==> src/rtl/vic_pkg.sv <==
package vic_pkg;
  localparam int LVL_W = 2;
  typedef logic [LVL_W-1:0] lvl_t;
  typedef enum logic [1:0] {ST_IDLE, ST_BUSY, ST_DONE} ack_st_t;
endpackage

==> src/rtl/vic_pend.sv <==
module vic_pend #(
  parameter int NUM_SLOTS = 8,
  localparam int IDX_W = (NUM_SLOTS > 1) ? $clog2(NUM_SLOTS) : 1
) (
  input  logic                 clk,
  input  logic                 rst,
  input  logic [NUM_SLOTS-1:0] raise,
  input  logic                 clr_en,
  input  logic [IDX_W-1:0]     clr_idx,
  output logic [NUM_SLOTS-1:0] pend
);
  for (genvar g = 0; g < NUM_SLOTS; g++) begin : g_slot
    logic hit;
    assign hit = clr_en && (clr_idx == IDX_W'(g));
    always_ff @(posedge clk) begin
      if (rst)           pend[g] <= 1'b0;
      else if (raise[g]) pend[g] <= 1'b1;
      else if (hit)      pend[g] <= 1'b0;
    end
    assert_clear_R7: assert property (@(posedge clk) disable iff (rst)
      (hit && !raise[g]) |=> !pend[g]);
    assert_hold_R1: assert property (@(posedge clk) disable iff (rst)
      (pend[g] && !hit) |=> pend[g]);
  end
endmodule

==> src/rtl/vic_select.sv <==
module vic_select
  import vic_pkg::*;
#(
  parameter int NUM_SLOTS = 8,
  localparam int IDX_W = (NUM_SLOTS > 1) ? $clog2(NUM_SLOTS) : 1
) (
  input  logic [NUM_SLOTS-1:0]       pend,
  input  logic [LVL_W*NUM_SLOTS-1:0] dev_level,
  input  lvl_t                       cur_prio,
  output logic                       any,
  output logic [IDX_W-1:0]           win_idx,
  output lvl_t                       win_lvl
);
  always_comb begin
    any     = 1'b0;
    win_idx = '0;
    win_lvl = '0;
    for (int i = 0; i < NUM_SLOTS; i++) begin
      if (pend[i] && (dev_level[LVL_W*i +: LVL_W] > cur_prio) &&
          (!any || dev_level[LVL_W*i +: LVL_W] > win_lvl)) begin
        any     = 1'b1;
        win_idx = IDX_W'(i);
        win_lvl = dev_level[LVL_W*i +: LVL_W];
      end
    end
  end
endmodule

==> src/rtl/vic_ack.sv <==
module vic_ack
  import vic_pkg::*;
#(
  parameter int NUM_SLOTS = 8,
  parameter int VEC_W     = 9,
  parameter int ACK_CYC   = 2,
  localparam int IDX_W = (NUM_SLOTS > 1) ? $clog2(NUM_SLOTS) : 1,
  localparam int CNT_W = $clog2(ACK_CYC + 1)
) (
  input  logic             clk,
  input  logic             rst,
  input  logic             iak,
  input  logic             any,
  input  logic [IDX_W-1:0] win_idx,
  input  lvl_t             win_lvl,
  input  logic [VEC_W-1:0] win_vec,
  input  lvl_t             cur_prio,
  output logic             irq_req,
  output logic             vec_valid,
  output logic [VEC_W-1:0] vec_out,
  output lvl_t             vec_level,
  output logic             clr_en,
  output logic [IDX_W-1:0] clr_idx
);
  ack_st_t          state;
  logic [CNT_W-1:0] cnt;
  logic [IDX_W-1:0] cap_idx;
  lvl_t             cap_lvl;
  logic [VEC_W-1:0] cap_vec;

  assign clr_en  = (state == ST_DONE);
  assign clr_idx = cap_idx;

  always_ff @(posedge clk) begin
    if (rst) begin
      state     <= ST_IDLE;
      cnt       <= '0;
      cap_idx   <= '0;
      cap_lvl   <= '0;
      cap_vec   <= '0;
      irq_req   <= 1'b0;
      vec_valid <= 1'b0;
      vec_out   <= '0;
      vec_level <= '0;
    end else begin
      irq_req   <= any;
      vec_valid <= 1'b0;
      case (state)
        ST_IDLE: if (iak && any) begin
          state   <= ST_BUSY;
          cnt     <= '0;
          cap_idx <= win_idx;
          cap_lvl <= win_lvl;
          cap_vec <= {win_vec[VEC_W-1:1], 1'b0};
        end
        ST_BUSY: if (cnt == CNT_W'(ACK_CYC - 1)) begin
          state     <= ST_DONE;
          vec_out   <= cap_vec;
          vec_level <= cap_lvl;
          vec_valid <= 1'b1;
        end else begin
          cnt <= cnt + 1'b1;
        end
        default: state <= ST_IDLE;
      endcase
    end
  end

  assert_pulse_R6: assert property (@(posedge clk) disable iff (rst)
    vec_valid |=> !vec_valid);
  assert_align_R6: assert property (@(posedge clk) disable iff (rst)
    vec_valid |-> !vec_out[0]);
  assert_accept_R2: assert property (@(posedge clk) disable iff (rst)
    (state == ST_IDLE && iak && any) |=> (cap_lvl > $past(cur_prio)));
  assert_frozen_R5: assert property (@(posedge clk) disable iff (rst)
    (state == ST_BUSY && iak) |=> ($stable(cap_idx) && $stable(cap_vec)));
endmodule

==> src/rtl/vec_irq_ctrl.sv <==
module vec_irq_ctrl
  import vic_pkg::*;
#(
  parameter int NUM_SLOTS = 8,
  parameter int VEC_W     = 9,
  parameter int ACK_CYC   = 2,
  localparam int IDX_W = (NUM_SLOTS > 1) ? $clog2(NUM_SLOTS) : 1
) (
  input  logic                       clk,
  input  logic                       rst,
  input  logic [NUM_SLOTS-1:0]       raise,
  input  logic [2*NUM_SLOTS-1:0]     dev_level,
  input  logic [VEC_W*NUM_SLOTS-1:0] slot_vec,
  input  logic [1:0]                 cur_prio,
  input  logic                       iak,
  output logic                       irq_req,
  output logic                       vec_valid,
  output logic [VEC_W-1:0]           vec_out,
  output logic [1:0]                 vec_level
);
  logic [NUM_SLOTS-1:0] pend;
  logic                 any, clr_en;
  logic [IDX_W-1:0]     win_idx, clr_idx;
  lvl_t                 win_lvl;

  vic_pend #(.NUM_SLOTS(NUM_SLOTS)) u_pend (
    .clk(clk), .rst(rst), .raise(raise), .clr_en(clr_en),
    .clr_idx(clr_idx), .pend(pend));

  vic_select #(.NUM_SLOTS(NUM_SLOTS)) u_sel (
    .pend(pend), .dev_level(dev_level), .cur_prio(cur_prio),
    .any(any), .win_idx(win_idx), .win_lvl(win_lvl));

  vic_ack #(.NUM_SLOTS(NUM_SLOTS), .VEC_W(VEC_W), .ACK_CYC(ACK_CYC)) u_ack (
    .clk(clk), .rst(rst), .iak(iak), .any(any), .win_idx(win_idx),
    .win_lvl(win_lvl), .win_vec(slot_vec[VEC_W*win_idx +: VEC_W]),
    .cur_prio(cur_prio), .irq_req(irq_req), .vec_valid(vec_valid),
    .vec_out(vec_out), .vec_level(vec_level), .clr_en(clr_en),
    .clr_idx(clr_idx));

  assert_winner_R3: assert property (@(posedge clk) disable iff (rst)
    any |-> (pend[win_idx] && win_lvl > cur_prio));
  assert_quiet_R8: assert property (@(posedge clk) disable iff (rst)
    (!any && !clr_en) |=> !vec_valid);
endmodule

==> config.mk <==
export PLATFORM = sky130hd
export DESIGN_NAME = vec_irq_ctrl
export DESIGN_NICKNAME = d
export VERILOG_FILES = /design/src/rtl/vic_pkg.sv /design/src/rtl/vic_pend.sv /design/src/rtl/vic_select.sv /design/src/rtl/vic_ack.sv /design/src/rtl/vec_irq_ctrl.sv
export SDC_FILE = /design/constraint.sdc
export NUM_CORES = 1
export LEC_CHECK = 0
export BUFFER_PORTS_ARGS = -buffer_cell sky130_fd_sc_hd__buf_2
export CAP_MARGIN = 30
export CORE_ASPECT_RATIO = 0.5
export CORE_MARGIN = 2
export CORE_UTILIZATION = 40
export DETAILED_ROUTE_END_ITERATION = 7
export GPL_TIMING_DRIVEN = 1
export PLACE_DENSITY = 0.67
export REMOVE_ABC_BUFFERS = 1
export SYNTH_ARGS = -nofsm -noshare
export SYNTH_HDL_FRONTEND = slang
export SYNTH_SLANG_ARGS = --single-unit
export TNS_END_PERCENT = 1
==> constraint.sdc <==
create_clock -name clk -period 20.7 [get_ports clk]
set_clock_uncertainty 0.1 [all_clocks]
set_input_delay 1.035 -clock clk [delete_from_list [all_inputs] [get_ports clk]]
set_output_delay 1.035 -clock clk [all_outputs]
set_load 0.1 [all_outputs]
==> results of run 1 <==
[cell usage after synthesis (3+ instances only)]
cell type	count	area [um^2]
inv_1	21	78.8
dfxtp_1	37	741
buf_6	3	33.8
mux2_4	5	75.1
nand2_1	30	113
o211a_1	3	30.0
nor2b_1	11	68.8
nor2_1	39	146
ha_1	31	388
o22ai_1	8	50.1
and2_1	3	18.8
a211o_1	9	78.8
clkbuf_1	4	15.0
nand2b_1	6	37.5
o21ai_0	20	100
mux2i_1	35	350
a211oi_1	6	45.0
o211ai_1	7	52.6
a31oi_1	3	18.8
a21oi_1	18	90.1
mux2_2	5	56.3
[metrics by stage]
stage	power, mW	cell area, um^2	setup slack, ns
after detailed placement	0.190	3570	8.53
after CTS	0.263	3710	8.76
after floorplan	0.163	2910	9.84
after global placement	0.189	3570	8.57
after global routing	0.280	3710	7.44
final	0.260	3710	8.77
[worst max-delay path: cells and delay by family]
family	cells	cell delay [ns]
compound gates	25	4.93
fa+ha+maj	8	2.31
buf+inv	3	0.81
mux	2	0.84
simple gates	14	2.04
[cells by family after synthesis]
logic type	Yosys count	share of synthesized area
simple gates	105	0.178
flops	37	0.249
mux	45	0.162
compound gates	97	0.231
other cells	1	0.00126
fa+ha+maj	31	0.130
buf+inv	32	0.0495
[worst min path at each step]
stage and endpoint:
2_1_floorplan u_pend.pend[5], 3_3_place_gp u_ack.vec_out[5], 3_5_place_dp u_pend.pend[7], 4_1_cts u_pend.pend[7]
5_1_grt u_ack.vec_out[2], 6_report u_pend.pend[7]
[flip-flops by register name, indices dropped and copies added (netlist names)]
name	flops
u_ack.vec_level	2
u_ack.vec_out	8
u_ack.cnt	2
u_ack.irq_req	1
u_ack.cap_vec	8
u_pend.pend	8
u_ack.cap_lvl	2
u_ack.state	2
u_ack.vec_valid	1
u_ack.clr_idx	3
[cell type report]
cell class                      count  area share
Sequential cell                    37       0.200
Tap cell                           96      0.0324
Multi-Input combinational cell    279       0.564
Inverter                           21      0.0213
Clock inverter                      2     0.00270
Timing Repair Buffer              106       0.144
Clock buffer                        6      0.0348
[per-layer routing]
layer | wire (um) | up-vias
li1 | - | 1472
met1 | 3460 | 1286
met2 | 3330 | 55
met3 | 330 | 7
met4 | 46 | 0
met5 | 0 | -
[power groups by stage]
stage,combinational (mW),sequential (mW),clock (mW)
floorplan,0.0757,0.0873,0
CTS,0.106,0.0832,0.0734
global placement,0.104,0.0846,0
finish,0.105,0.0831,0.0720
detailed placement,0.106,0.0847,0
global route,0.120,0.0843,0.0764
==> results.md, run 1 <==
- Leading cell type in the layout, fill and taps excluded: buf_2
- Status: finished clean
- Mapped cell area: 0.00298 mm^2
- Max Clock Freq: 83.8 MHz
- FF/Latch Area: 741 um^2
- Resize count post-CTS: 0
- Routed WL: 7160 um
- Final Hold Vio Count: 0
- P_int: 0.171 mW
- Unrepaired setup endpoints after global routing: false
- Met2 Use GR: 0.338
- Most frequent cells in the layout: buf_2 (104), nor2_1 (39), dfxtp_1 (37)
- Hold Slack: 0.380 ns
- Via count: 2820
- Die Area: 0.00820 mm^2
- EDFF count, synth: 0
- Crit path time final: 11.93 ns
- Register area share after synthesis: 0.249
- Critical path arrival: 12.00 ns
- Leakage power: 1.98 nW
- Post-layout util: 0.510
- Psw: 0.0887 mW
- Met3 usage: 0.0405
- Ys async rst share: 0
- Final setup vio count: 0
- Sw Share: 0.341
- Die W: 126 um
- CP max stage delay: 0.59 ns
- DP HPWL: 5610 um
- Worst flop-to-flop path endpoint: u_ack.cap_vec[2]
- Slew Viols, Final: 0
- Reg2Reg Launch Point: u_pend.pend[0]
- Hold_buf cts: 0
- Worst-path fanout max: 33
- Vias/cell: 5.16
- Crit Path Class: in2reg
- Crit path capture: u_ack.cap_vec[2]
- Netlist cell types: 52
- CTS Buf Count: 5
- Seq pwr share: 0.320
- Nets: 582
- Core Box Area: 0.00727 mm^2
- Vias in the first global route: 2716
- Gate Count Post-Synth: 348
- Max-cap viol count: 0
- Fill cell count: 734
- Yosys warns: 0
- Hold path depth: 2
- Seq cells post-synth: 37
- Tot GR Track Use: 0.186
- Hold Startpoint: u_pend.pend[7]
- CTS H-tree depth: 2
- DRC Markers: 0
- Synth-to-Final Area Change: 24.3%
- Row cnt: 22
- Clock Tree Root: clkbuf_16
- Fin crit share: 0.576
- Total placed cells including tap cells: 539
- Skew-Pair Late Insertion Delay: 0.28 ns
- CP Capture Type: flip-flop
- Clock sinks: 37
- Post-route antenna net violation count: 0
- R2r setup slk: 9.99 ns
- HP Class: reg2reg
- Grt ovf: 0
- Antenna fix cells: 0
- Pre-antenna DRT Iters: 5
- Rel. slew slack: 0.481
- R2R cell count: 48
- GPL Wtd Cong: 0.810
- Post-synth top flop: dfxtp_1
- Slew @ Worst Pin: 0.777 ns
- Area of the multi-input gates: 0.00209 mm^2
- M1 GR Usage: 0.232
- Crit. Startpoint: cur_prio[1]
- Max stage delay cell, worst path: a31oi_1
- Worst vdd ir: 0.0000311 V
- Combinational share of power: 0.404
- Ratio of cells with drive above 1 in the final layout: 0.304
- DR iter-0 viols: 106
- Clock slew at reported path FFs: 0.05 ns
- CTS tree: yes
- Clock share of power: 0.277
- Most used cell, CP: ha_1
- PortBufs: 104
- Initial antenna violation count: 0
- Die Y: 65.0 um
- Setup crit start kind: primary input
- Post-Route Setup TNS: 0 ns
- Initial Util: 0.410
- Pwr dens: 70.2 mW/mm^2
- Gr busiest metal: met2
- Global-route wire length before repair: 12300 um
- CP required: 20.77 ns
- Largest net degree at the start of global routing: 34
- Synth Area per Inst: 8.56 um^2
- Setup Fix Bufs, Post-CTS: 0
- Routed WL per cell: 13.1 um
- Post-Layout Cell Count: 547
- I/O pin count: 114
- Longest Clk Path Bufs: 2
Note: power is estimated with default switching activity, not from simulation.
==> run 2, diff against run 1 <==
Settings changed: ABC_AREA from default to 1, PLACE_DENSITY 0.67 to 0.66.
Clock period 20.7 ns to 11.3 ns, I/O delays scaled along.
==> results.md, run 2 <==
- Simple-gate share of the synthesized area: 0.438
- PortBufs: 104
- Global-route wire length before repair: 14400 um
- Gate Count Post-Synth: 558
- Largest net degree at the start of global routing: 35
- Core Box Area: 0.00812 mm^2
- Max stage delay cell, worst path: and2_1
- Post-synth top area cell: dfxtp_1
- Post-layout util: 0.501
- Critical path arrival: 9.70 ns
- Longest Clk Path Bufs: 2
- Tot GR Track Use: 0.185
- Vias in the first global route: 3221
- Yosys warns: 0
- Seq pwr share: 0.299
- Max Clock Freq: 104 MHz
- CTS tree: yes
- Most frequent cells in the layout: nand2_1 (142), nand3_1 (110), buf_2 (104)
- Via count: 3622
- DR iter-0 viols: 119
- Post-route antenna net violation count: 0
- Max-cap viol count: 0
- Routed WL per cell: 11.0 um
- Grt ovf: 0
- Initial antenna violation count: 0
- Leading cell type in the layout, fill and taps excluded: nand2_1
- Crit path time final: 9.57 ns
- Row cnt: 23
- Pre-antenna DRT Iters: 5
- Nets: 780
- Post-Route Setup TNS: 0 ns
- Area of the multi-input gates: 0.00213 mm^2
- Hold_buf cts: 0
- Synth Area in XOR/XNOR: 0
- Sw Share: 0.394
- Register area share after synthesis: 0.218
- Synth-to-Final Area Change: 19.6%
- Area contributors post-synth: dfxtp_1 (22%), nand3_1 (16%), nand2_1 (16%)
- Fill cell count: 903
- Slew Viols, Final: 0
- DP HPWL: 6540 um
- CTS Buf Count: 5
- Mux share of post-synthesis cell area: 0
- Clock slew at reported path FFs: 0.06 ns
- Setup crit start kind: primary input
- Post-Place Worst Slack: 1.41 ns
- WP depth: 70
- Post-synthesis adder-cell area fraction: 0.114
- WP buf/inv: 12
- R2R cell count: 66
- Leakage power: 2.36 nW
- Post-synth top flop: dfxtp_1
- HP Class: reg2reg
- Post-synth top cells: nand2_1 (142), nand3_1 (110), inv_1 (98), dfxtp_1 (37)
- I/O pin count: 114
- Skew-Pair Late Insertion Delay: 0.27 ns
- GPL Wtd Cong: 0.817
- P_int: 0.304 mW
- Unrepaired setup endpoints after global routing: false
- Routed WL: 8370 um
- Slew @ Worst Pin: 0.839 ns
- Setup Fix Bufs, Post-CTS: 0
- Final Hold Vio Count: 0
- Post-Layout Cell Count: 761
- Resize count post-CTS: 0
- Final setup vio count: 0
- Pwr dens: 123 mW/mm^2
- Clock sinks: 37
- Status: finished clean
- Ys async rst share: 0
- Rel. slew slack: 0.438
- EDFF count, synth: 0
- Seq cells post-synth: 37
- Biggest registers after layout: u_ack.cap_vec (8), u_ack.vec_out (8), u_pend.pend (8)
- Netlist cell types: 31
- DRC Markers: 0
- Total placed cells including tap cells: 753
- Fin crit share: 0.847
- Ratio of cells with drive above 1 in the final layout: 0.220
- FF/Latch Area: 741 um^2
- Die Area: 0.00929 mm^2
- Die Y: 69.2 um
- Worst setup slack after layout: 1.73 ns
- Most frequent cell after synthesis: nand2_1
- Crit path max-delay family: simple AND/OR/NAND/NOR gates
- Fraction of synthesized cell area taken by the top area cell type: 0.218
- CTS H-tree depth: 2
- Largest family of logic cells by synthesized area: simple AND/OR/NAND/NOR gates
- Worst vdd ir: 0.0000658 V
- Vias/cell: 4.76
- Mapped cell area: 0.00340 mm^2
- Initial Util: 0.418
- Synth Area per Inst: 6.09 um^2
- Clock share of power: 0.262
- Hold path depth: 2
- Antenna fix cells: 0
- Combinational share of power: 0.439
- Compound-Gate Fraction of Synth Area: 0.0733
- Crit Path Class: in2reg
- CP Capture Type: flip-flop
- Most used cell, CP: nand2_1
- Die W: 134 um
- Psw: 0.198 mW
- CP max stage delay: 0.34 ns
- Clock Tree Root: clkbuf_16
- Worst-path fanout max: 16
- CP required: 11.42 ns
==> run 2: cell count changes after synthesis, moves of 10 or more <==
cell | previous run | this run
nand3_1 | 1 | 110
inv_1 | 21 | 98
nor2b_1 | 11 | 0
nand2_1 | 30 | 142
mux2i_1 | 35 | 0
nand2_2 | 0 | 10
==> run 2: kinds of logic (layout without fill, tap and decap cells) <==
family,after synthesis,after routing
other cells,1,1
buf+inv,124,215
simple gates,318,318
fa+ha+maj,31,31
compound gates,47,47
flops,37,37
==> run 2: power groups by stage <==
| stage | Sequential (mW) | Clock, mW | Combinational [mW] |
|---|---|---|---|
| 3_5_place_dp | 0.153 | 0 | 0.222 |
| 5_1_grt | 0.151 | 0.144 | 0.254 |
| 4_1_cts | 0.150 | 0.135 | 0.223 |
| 3_3_place_gp | 0.153 | 0 | 0.219 |
| 2_1_floorplan | 0.156 | 0 | 0.159 |
| 6_report | 0.150 | 0.131 | 0.220 |
==> run 2: metrics by stage <==
stage | power (mW) | cell area (um^2) | hold slack [ns]
global placement | 0.371 | 3920 | 0.347
floorplan | 0.316 | 3250 | 0.338
CTS | 0.508 | 4060 | 0.359
detailed placement | 0.375 | 3920 | 0.350
finish | 0.502 | 4060 | 0.354
global route | 0.549 | 4060 | 0.382
==> run 2: cell type report <==
class                   instances  area share
clock buffers                   6      0.0317
clock inverters                 2     0.00370
inverters                     102      0.0942
multi-input cells             397       0.524
flip-flops and latches         37       0.182
well taps                     112      0.0345
repair buffers                105       0.130
==> run 2: per-layer routing <==
metal	vias to the layer above	global-route usage	wire (um)
li1	1946	-	-
met1	1592	0.242	3980
met2	82	0.323	3940
met3	2	0.0397	436
met4	0	0.0175	21
met5	-	0	0
==> run 2: tightest hold or removal path, delay by kind of cell, from the launching register on <==
kind            cells  cell delay [ns]
compound gates      1             0.05
flops               1             0.30
simple gates        1             0.06
==> run 2: worst paths after layout <==
path	from	endpoint	slack [ns]
worst max-delay path	cur_prio[1]	u_ack.cap_vec[1]	1.73
worst min-delay path	u_ack.vec_out[4]	u_ack.vec_out[4]	0.35
worst max register to register	u_pend.pend[0]	u_ack.cap_vec[1]	2.46
worst min register to register	u_ack.vec_out[4]	u_ack.vec_out[4]	0.35
==> run 3, diff against run 2 <==
Settings changed: PLACE_DENSITY 0.66 to 0.68.
Clock period 11.3 ns to 8.6 ns, I/O delays scaled along.
==> results.md, run 3 (synthesized netlist as in run 2, its figures left out) <==
- DRC Markers: 0
- Leading cell type in the layout, fill and taps excluded: nand2_1
- Longest Clk Path Bufs: 2
- Final Hold Vio Count: 0
- Nets: 804
- Clock slew at reported path FFs: 0.06 ns
- CTS tree: yes
- DR iter-0 viols: 157
- Vias/cell: 4.75
- Die Area: 0.00929 mm^2
- Routed WL: 9200 um
- Fill cell count: 851
- Post-Route Setup TNS: 0 ns
- Seq pwr share: 0.268
- Max stage delay cell, worst path: or2_2
- Initial antenna violation count: 0
- Final setup vio count: 0
- Clock sinks: 37
- PortBufs: 104
- Crit Path Class: in2reg
- Die Y: 69.2 um
- Psw: 0.294 mW
- Area of the multi-input gates: 0.00229 mm^2
- Worst-path fanout max: 8
- Worst vdd ir: 0.0000852 V
- Setup crit start kind: primary input
- FF/Latch Area: 741 um^2
- Max Clock Freq: 124 MHz
- CP max stage delay: 0.29 ns
- Combinational share of power: 0.487
- Row cnt: 23
- Most used cell, CP: nand2_1
- Routed WL per cell: 11.7 um
- Via count: 3731
- Max-cap viol count: 0
- P_int: 0.445 mW
- Die W: 134 um
- Pwr dens: 165 mW/mm^2
- Critical path arrival: 8.20 ns
- Clock share of power: 0.246
- Total power: 0.739 mW
- Core Box Area: 0.00812 mm^2
- Global-route wire length before repair: 14700 um
- I/O pin count: 114
- CTS Buf Count: 5
- Tot GR Track Use: 0.188
- DP HPWL: 6650 um
- Post-route antenna net violation count: 0
- Vias in the first global route: 3379
- Antenna fix cells: 0
- CP required: 8.73 ns
- Slew Viols, Final: 0
- Hold_buf cts: 0
- Biggest registers after layout: u_ack.cap_vec (8), u_ack.vec_out (8), u_pend.pend (8)
- GPL Wtd Cong: 0.835
- Initial Util: 0.418
- Pre-antenna DRT Iters: 4
- Most frequent cells in the layout: nand2_1 (137), nand3_1 (108), buf_2 (104)
- Synth-to-Final Area Change: 31.7%
- Skew-Pair Late Insertion Delay: 0.28 ns
- Grt ovf: 0
- Post-Layout Cell Count: 785
- Total placed cells including tap cells: 768
- Largest net degree at the start of global routing: 36
- HP Class: in2reg
- CP Capture Type: flip-flop
- Ratio of cells with drive above 1 in the final layout: 0.282
- Clock Tree Root: clkbuf_16
- CTS H-tree depth: 2
- Fin crit share: 0.938
- Leakage power: 2.53 nW
- Sw Share: 0.398
- Crit path time final: 8.07 ns
- Status: finished clean
[run 3: power by group through the flow]
stage	logic, mW	clock network [mW]	registers, mW
detailed placement	0.317	0	0.201
global placement	0.312	0	0.201
global route	0.406	0.195	0.199
CTS	0.319	0.184	0.197
finish	0.359	0.182	0.198
floorplan	0.209	0	0.205
[run 3: area by class of cell]
type,count,area share
timing repair buffer,127,0.172
multi-input combinational,399,0.513
clock inverter,3,0.00476
tap,112,0.0313
clock buffer,5,0.0280
inverter,102,0.0856
sequential,37,0.166
[run 3: critical path, delay by kind of cell]
kind / cells / cell delay, ns
AOI/OAI and AO/OA: 7 / 0.76
adders and majority gates: 8 / 2.03
buffers and inverters: 13 / 0.88
and+or+nand+nor: 44 / 4.09
[run 3: per-stage QoR]
stage	util	setup slack (ns)	hold WS (ns)	instance area, um^2
finish	0.551	0.532	0.260	4470
global route	0.551	-0.104	0.307	4470
CTS	0.521	0.0719	0.258	4230
detailed placement	0.503	-0.187	0.353	4080
global placement	0.503	-0.119	0.347	4080
floorplan	-	-0.0241	0.338	3250
[run 3: layer usage]
layer / wire [um] / GRT usage / vias to the layer above / part of all wire
met5: 0 / 0 / - / 0
met3: 488 / 0.0346 / 8 / 0.053
li1: - / - / 1990 / -
met4: 60 / 0.0339 / 0 / 0.0065
met2: 4320 / 0.333 / 88 / 0.47
met1: 4330 / 0.242 / 1645 / 0.47
[run 3: repair_timing]
item	CTS	global route
gates resized for setup	0	35
endpoints found under the hold margin	0	0
setup buffers	0	6
setup endpoints to repair	0	13
[run 3: path summary, 6_finish.rpt]
| check | startpoint | end | slack, ns | cells after the start |
|---|---|---|---|---|
| max | cur_prio[1] | u_ack.cap_vec[8] | 0.53 | 72 |
| max reg2reg | u_pend.pend[0] | u_ack.cap_vec[8] | 0.76 | 69 |
| min reg2reg | u_ack.vec_out[3] | u_ack.vec_out[3] | 0.36 | 2 |
| min | raise[0] | u_pend.pend[0] | 0.26 | 3 |
